===== config.mk =====
export PLATFORM = sky130hd
export DESIGN_NAME = cmp_timer
export DESIGN_NICKNAME = d
export VERILOG_FILES = /design/src/rtl/tmr_pkg.sv /design/src/rtl/tmr_prescale.sv /design/src/rtl/tmr_counter.sv /design/src/rtl/tmr_channel.sv /design/src/rtl/cmp_timer.sv
export SDC_FILE = /design/constraint.sdc
export NUM_CORES = 1
export LEC_CHECK = 0
export CAP_MARGIN = 25
export CORE_ASPECT_RATIO = 1.5
export CORE_MARGIN = 4
export CORE_UTILIZATION = 28
export CTS_CLUSTER_SIZE = 10
export DETAILED_ROUTE_END_ITERATION = 6
export GPL_ROUTABILITY_DRIVEN = 0
export PLACE_DENSITY = 0.48
export SYNTH_ARGS = -nofsm -noshare
export SYNTH_HDL_FRONTEND = slang
export SYNTH_SLANG_ARGS = --single-unit

===== constraint.sdc =====
create_clock -name clk -period 3.3 [get_ports clk]
set_clock_uncertainty 0.05 [all_clocks]
set_input_delay 0.495 -clock clk [delete_from_list [all_inputs] [get_ports clk]]
set_output_delay 0.495 -clock clk [all_outputs]
set_load 0.02 [all_outputs]

===== src/rtl/tmr_pkg.sv =====
package tmr_pkg;
  localparam int NCH = 4;

  typedef enum logic [1:0] {
    WID_16 = 2'd0,
    WID_8  = 2'd1,
    WID_24 = 2'd2,
    WID_32 = 2'd3
  } width_e;

  localparam logic [3:0] A_START = 4'd0;
  localparam logic [3:0] A_STOP  = 4'd1;
  localparam logic [3:0] A_CLEAR = 4'd2;
  localparam logic [3:0] A_MODE  = 4'd3;
  localparam logic [3:0] A_PRESC = 4'd4;
  localparam logic [1:0] A_CC_HI = 2'b10;
  localparam logic [1:0] A_EV_HI = 2'b11;

  function automatic logic [31:0] width_mask(input logic [1:0] m);
    case (width_e'(m))
      WID_8:   return 32'h0000_00FF;
      WID_24:  return 32'h00FF_FFFF;
      WID_32:  return 32'hFFFF_FFFF;
      default: return 32'h0000_FFFF;
    endcase
  endfunction

  function automatic logic [31:0] step_value(input logic [31:0] cur, input logic [1:0] m);
    return (cur + 32'd1) & width_mask(m);
  endfunction
endpackage


===== src/rtl/tmr_prescale.sv =====
module tmr_prescale #(
  parameter int PS_W = 4
) (
  input  logic            clk,
  input  logic            rst_n,
  input  logic            run,
  input  logic            tick,
  input  logic            clr,
  input  logic [PS_W-1:0] ps,
  output logic            step
);
  localparam int DIV_W = (1 << PS_W) - 1;

  logic [DIV_W-1:0] div_q;
  logic [DIV_W-1:0] lim;

  assign lim  = {DIV_W{1'b1}} >> (DIV_W - int'(ps));
  assign step = run & tick & (div_q == lim);

  always_ff @(posedge clk) begin
    if (!rst_n)          div_q <= '0;
    else if (clr)        div_q <= '0;
    else if (run & tick) div_q <= step ? '0 : div_q + DIV_W'(1);
  end

  AST_STEP_SPACED: assert property (@(posedge clk) disable iff (!rst_n)
    (step && ps != '0 && !clr) |=> (!step || ps == '0));
endmodule


===== src/rtl/tmr_counter.sv =====
module tmr_counter
  import tmr_pkg::*;
(
  input  logic        clk,
  input  logic        rst_n,
  input  logic        step,
  input  logic        clr,
  input  logic [1:0]  mode,
  output logic [31:0] cnt,
  output logic [31:0] nxt
);
  assign nxt = step_value(cnt, mode);

  always_ff @(posedge clk) begin
    if (!rst_n)    cnt <= '0;
    else if (clr)  cnt <= '0;
    else if (step) cnt <= nxt;
  end

  AST_CLR_ZERO: assert property (@(posedge clk) disable iff (!rst_n)
    clr |=> cnt == 32'd0);
  AST_WRAP_ZERO: assert property (@(posedge clk) disable iff (!rst_n)
    (step && !clr && cnt == width_mask(mode)) |=> cnt == 32'd0);
endmodule


===== src/rtl/tmr_channel.sv =====
module tmr_channel (
  input  logic        clk,
  input  logic        rst_n,
  input  logic        step,
  input  logic        clr,
  input  logic [31:0] nxt,
  input  logic [31:0] cur,
  input  logic        cc_we,
  input  logic        ev_we,
  input  logic [31:0] wd,
  output logic [31:0] cc,
  output logic        ev,
  output logic        hit
);
  assign hit = step & ~clr & (nxt == cc);

  always_ff @(posedge clk) begin
    if (!rst_n)     cc <= '0;
    else if (cc_we) cc <= wd;
  end

  always_ff @(posedge clk) begin
    if (!rst_n)                      ev <= 1'b0;
    else if (hit)                    ev <= 1'b1;
    else if (ev_we && wd == 32'd0)   ev <= 1'b0;
  end

  AST_EVT_STICKY: assert property (@(posedge clk) disable iff (!rst_n)
    (ev && !(ev_we && wd == 32'd0)) |=> ev);
  AST_RISE_ON_HIT: assert property (@(posedge clk) disable iff (!rst_n)
    $rose(ev) |-> $past(hit));
  AST_NO_EARLY: assert property (@(posedge clk) disable iff (!rst_n)
    ($rose(ev) && $stable(cc)) |-> cur == cc);
  AST_SET_WINS: assert property (@(posedge clk) disable iff (!rst_n)
    (hit && ev_we) |=> ev);
endmodule


===== src/rtl/cmp_timer.sv =====
module cmp_timer
  import tmr_pkg::*;
#(
  parameter int PS_W = 4
) (
  input  logic        clk,
  input  logic        rst_n,
  input  logic        tick_i,
  input  logic        bus_we,
  input  logic [3:0]  bus_addr,
  input  logic [31:0] bus_wdata,
  output logic [31:0] bus_rdata,
  output logic [3:0]  evt_o
);
  logic            run_q;
  logic [1:0]      mode_q;
  logic [PS_W-1:0] ps_q;

  logic            t_start, t_stop, t_clear;
  logic            step_w;
  logic [31:0]     cnt_w, nxt_w;
  logic [31:0]     cc_w [NCH];
  logic [NCH-1:0]  ev_w, hit_w;

  assign t_start = bus_we && bus_addr == A_START && bus_wdata[0];
  assign t_stop  = bus_we && bus_addr == A_STOP  && bus_wdata[0];
  assign t_clear = bus_we && bus_addr == A_CLEAR && bus_wdata[0];

  always_ff @(posedge clk) begin
    if (!rst_n) begin
      run_q  <= 1'b0;
      mode_q <= 2'd0;
      ps_q   <= '0;
    end else begin
      if (t_stop)       run_q <= 1'b0;
      else if (t_start) run_q <= 1'b1;
      if (bus_we && bus_addr == A_MODE)  mode_q <= bus_wdata[1:0];
      if (bus_we && bus_addr == A_PRESC) ps_q   <= bus_wdata[PS_W-1:0];
    end
  end

  tmr_prescale #(.PS_W(PS_W)) u_pre (
    .clk(clk), .rst_n(rst_n), .run(run_q), .tick(tick_i),
    .clr(t_clear), .ps(ps_q), .step(step_w)
  );

  tmr_counter u_cnt (
    .clk(clk), .rst_n(rst_n), .step(step_w), .clr(t_clear),
    .mode(mode_q), .cnt(cnt_w), .nxt(nxt_w)
  );

  for (genvar i = 0; i < NCH; i++) begin : g_ch
    logic cc_we_i, ev_we_i;
    assign cc_we_i = bus_we && bus_addr == {A_CC_HI, 2'(i)};
    assign ev_we_i = bus_we && bus_addr == {A_EV_HI, 2'(i)};
    tmr_channel u_ch (
      .clk(clk), .rst_n(rst_n), .step(step_w), .clr(t_clear),
      .nxt(nxt_w), .cur(cnt_w), .cc_we(cc_we_i), .ev_we(ev_we_i),
      .wd(bus_wdata), .cc(cc_w[i]), .ev(ev_w[i]), .hit(hit_w[i])
    );
  end

  assign evt_o = ev_w;

  always_comb begin
    bus_rdata = 32'd0;
    if (bus_addr == A_MODE)             bus_rdata = {30'd0, mode_q};
    else if (bus_addr == A_PRESC)       bus_rdata = 32'(ps_q);
    else if (bus_addr[3:2] == A_CC_HI)  bus_rdata = cc_w[bus_addr[1:0]];
    else if (bus_addr[3:2] == A_EV_HI)  bus_rdata = {31'd0, ev_w[bus_addr[1:0]]};
  end

  AST_HALT_HOLDS: assert property (@(posedge clk) disable iff (!rst_n)
    (!run_q && !t_clear) |=> $stable(cnt_w));
  AST_NO_HIT_HALTED: assert property (@(posedge clk) disable iff (!rst_n)
    !run_q |-> hit_w == '0);
endmodule


==> key figures, run 1 <==
Timing
  • Count of endpoints failing hold in the final timing report: 0
  • Portion of the clock cycle consumed by the worst path in the final layout: 0.958
  • Peak Freq: 316 MHz
  • Final max-slew violation count: 0
  • Max-Slew Margin vs Limit: 0.339
  • Slew at the pin with the worst max-slew slack: 0.992 ns
  • Unrepaired setup endpoints after global routing: false
  • Worst hold margin: 0.442 ns
  • Final critical delay including setup and external delays: 3.16 ns
  • Final count of negative-setup-slack endpoints: 0

Run status
  • Outcome: complete, no violations

Finish
  • Area Overhead vs Synth: 22.2%
  • Share of final-layout standard cells stronger than drive strength 1: 0.145
  • Fin cells: 2072
  • Nets: 1590
  • Count of filler cells inserted in the layout: 4281
  • Antenna cells: 0
  • Area of combinational cells with multiple inputs: 0.00736 mm^2
  • FF+latch area: 0.00372 mm^2

Detailed routing
  • Count of unresolved DRC violations after routing: 0
  • Number of vias per cell: 5.28
  • Initial DRC count: 754
  • First-pass DRT Iterations: 4
  • Total detailed-routing wirelength: 44000 um
  • Routed wirelength normalized by instance count: 21.2 um
  • Remaining antenna violation count after routing: 0
  • Vias: 10900

Placed design
  • Number of port buffers: 75
  • Total instance count after detailed placement: 2040
  • Sum of net half-perimeters after detailed placement: 33200 um

Yosys
  • Average instance area after synthesis: 8.07 um^2
  • Post-Synthesis Net Count: 1476
  • Number of warnings reported in the yosys synthesis log: 0
  • Most common flop cell mapped by yosys: sky130_fd_sc_hd__dfxtp_1
  • Main combinational cell family by area after synthesis: simple AND/OR/NAND/NOR gates
  • Parity-gate share of the synthesized area counting xor and xnor cells: 0.104
  • Synth Cell Area: 0.0116 mm^2
  • Number of storage elements in the synthesis netlist: 186
  • Share of synthesized cell area in and, or, nand and nor gates: 0.261
  • Ys async rst share: 0
  • Cells after Synth: 1434
  • Area fraction in compound gates after synthesis: 0.180
  • Portion of netlist area occupied by mux cells: 0.0843
  • Cell variety after synth: 78
  • Number of synthesized flops with an enable pin: 0
  • Adder and majority cell fraction of the synthesized area: 0.00303
  • Share of synthesized area occupied by flip-flops and latches: 0.322

CTS
  • Clock Pin Slew Worst Setup and Hold Paths: 0.08 ns
  • Maximum count of clock buffers along a single path: 2
  • Clock tree from TritonCTS: yes
  • CTS Root Cell: sky130_fd_sc_hd__clkbuf_16
  • Clock network latency to the later pin of the worst-skew pair: 0.46 ns
  • H-tree levels: 4
  • Count of hold buffers inserted by post-cts repair: 0
  • # Post-CTS Setup Buffers: 0
  • Clk sinks: 186
  • Clock buffers created by TritonCTS: 17

GRT
  • First-pass GRT wire length: 67500 um
  • Global-route total usage across every layer: 0.195
  • Largest net degree at the start of global routing: 140
  • Number of antenna violations at the first check in global routing: 1
  • Aggregate global routing overflow: 0
  • Vias in the first global route: 10900

Floorplanning
  • Count of boundary I/O pins: 76
  • Chip height: 257 um
  • Die area: 0.0447 mm^2
  • Die width: 174 um
  • Number of core rows: 91
  • Placeable Area: 0.0410 mm^2
  • Effective utilization at floorplan: 0.282

Power and ir drop
  • Worst supply voltage drop on vdd: 0.295 mV
  • Leakage: 4.85 nW
  • Total power divided by cell area: 343 mW/mm^2

Worst setup path
  • Critical Path Slowest Stage Cell: sky130_fd_sc_hd__or4_1
  • Total buffers and inverters traversed by the critical path: 2
  • Critical Path Source Type: flop
  • Required time of the critical path: 3.63 ns
  • Endpoint arrival time on the critical path: 3.49 ns
  • Family with the most delay on the worst path: simple AND/OR/NAND/NOR gates
  • Worst stage delay on the critical path: 0.59 ns
  • Max Fanout on Critical Path: 6
  • WS Path Type: reg -> reg
  • Crit end category: flop
  • Cells along the critical path: buf_4 -> and4_1 -> nand3_2 -> or4_1 -> nand2_1 -> xnor2_1 -> nand4_1 -> buf_4 -> or4_1 -> o31ai_2

Min path
  • Worst hold path class: reg -> reg

Run
  • Number of maximum-capacitance constraint violations: 0
[cell type report]
cell class | instances | share of cell area
multi-input combinational | 1126 | 0.521
sequential | 186 | 0.263
timing repair buffer | 201 | 0.124
tap | 511 | 0.0452
clock buffer | 21 | 0.0326
clock inverter | 11 | 0.00956
inverter | 16 | 0.00425
[cells in the final DEF (no fill, tap or decap), drive strengths merged, types with 4 or more instances in the layout]
| master | n |
|---|---|
| nand2 | 315 |
| dfxtp | 186 |
| a21boi | 135 |
| buf | 129 |
| nor2 | 86 |
| xnor2 | 73 |
| clkdlybuf4s50 | 72 |
| xor2 | 58 |
| a21oi | 47 |
| o21ai | 39 |
| nand3 | 35 |
| nand4 | 35 |
| and2 | 34 |
| mux4 | 33 |
| nor4 | 33 |
| nor3 | 24 |
| mux2i | 21 |
| clkbuf | 21 |
| inv | 19 |
| nand2b | 16 |
| and3 | 12 |
| or3 | 10 |
| a211oi | 9 |
| a31oi | 8 |
| and4 | 8 |
| nor2b | 7 |
| or4 | 6 |
| o31ai | 6 |
| nor4b | 5 |
| o31a | 5 |
| o32ai | 5 |
| o211ai | 5 |
| o2111ai | 5 |
| a22o | 4 |
| or2 | 4 |
| nor3b | 4 |
| clkinv | 4 |
[through the flow]
stage	utilization	worst slack [ns]	TNS (ns)	instance area (um^2)	total power, mW
2_1_floorplan	-	0.332	0	11600	2.52
3_3_place_gp	0.330	-0.0629	-0.0629	13500	2.73
3_5_place_dp	0.330	0.0156	0	13500	2.73
4_1_cts	0.344	0.0411	0	14100	4.89
5_1_grt	0.345	0.00345	0	14100	5.01
6_report	0.345	0.139	0	14100	4.85
[layer usage]
layer / part of all wire / wire (um) / vias to the layer above / track usage
met5: 0.00030 / 13 / - / 0
met4: 0.036 / 1600 / 2 / 0.0768
met3: 0.033 / 1450 / 83 / 0.0263
met2: 0.53 / 23500 / 268 / 0.368
met1: 0.40 / 17400 / 5330 / 0.219
li1: - / - / 5253 / -
[cells by family (layout without fill, tap and decap cells)]
| group | count (synthesis) | after routing |
|---|---|---|
| mux | 56 | 56 |
| xor+xnor | 133 | 133 |
| buf+inv | 122 | 249 |
| flops | 186 | 186 |
| fa+ha+maj | 3 | 3 |
| compound gates | 294 | 294 |
| simple gates | 640 | 640 |
[worst min-delay path: stages (launching register included)]
cell and delay, ns:
sky130_fd_sc_hd__dfxtp_1 0.33, sky130_fd_sc_hd__nand2_1 0.05, sky130_fd_sc_hd__a21boi_0 0.06
[flip-flops by register name, indices dropped and copies added, names as in the netlist]
signal        flops
u_cnt.cnt        32
run_q             1
ps_q              4
g_ch.u_ch.ev      4
u_pre.div_q      15
mode_q            2
g_ch.u_ch.cc    128
[report_power, final]
part	switching, mW	leakage, nW	internal (mW)
Combinational	0.217	3.06	0.167
Sequential	0.0276	1.50	2.26
Clock	0.998	0.287	1.17
[Yosys cell counts (all sizes together), types with 10 or more instances]
master	count	area share
buf	25	0.013
mux4	33	0.064
o21ai	39	0.019
or3	10	0.0055
nor3	24	0.011
nand4	35	0.020
nor2	86	0.028
nor4	33	0.018
a21oi	47	0.021
mux2i	21	0.018
xnor2	73	0.055
nand2b	16	0.0086
nand3	35	0.016
inv	15	0.0049
dfxtp	186	0.32
xor2	58	0.045
and3	12	0.0065
clkbuf	81	0.029
a21boi	135	0.088
and2	34	0.018
nand2	315	0.10
[repair_timing]
action,in CTS,in global routing
resized for setup,2,4
pin swaps,0,0
endpoints found under the setup margin,1,3
[path summary, 6_finish.rpt]
check / start / slack [ns] / end / cells after the start
setup reg to reg: u_cnt.cnt[0] / 0.14 / g_ch[0].u_ch.ev / 10
setup / recovery: u_cnt.cnt[0] / 0.14 / g_ch[0].u_ch.ev / 10
hold reg to reg: g_ch[2].u_ch.cc[20] / 0.44 / g_ch[2].u_ch.cc[20] / 2
hold / removal: g_ch[2].u_ch.cc[20] / 0.44 / g_ch[2].u_ch.cc[20] / 2
(Power assumes the default switching activity.)
==> run 2, diff against run 1 <==
--- a/config.mk
+++ b/config.mk
@@ -5,7 +5,7 @@
 export SDC_FILE = /design/constraint.sdc
 export NUM_CORES = 1
 export LEC_CHECK = 0
-export CAP_MARGIN = 25
+export CAP_MARGIN = 15
 export CORE_ASPECT_RATIO = 1.5
 export CORE_MARGIN = 4
 export CORE_UTILIZATION = 28
@@ -16,3 +16,4 @@
 export SYNTH_ARGS = -nofsm -noshare
 export SYNTH_HDL_FRONTEND = slang
 export SYNTH_SLANG_ARGS = --single-unit
+export TNS_END_PERCENT = 20
==> results of run 2 <==
Same layout as run 1: the final DEF is identical, and so are final timing and power.
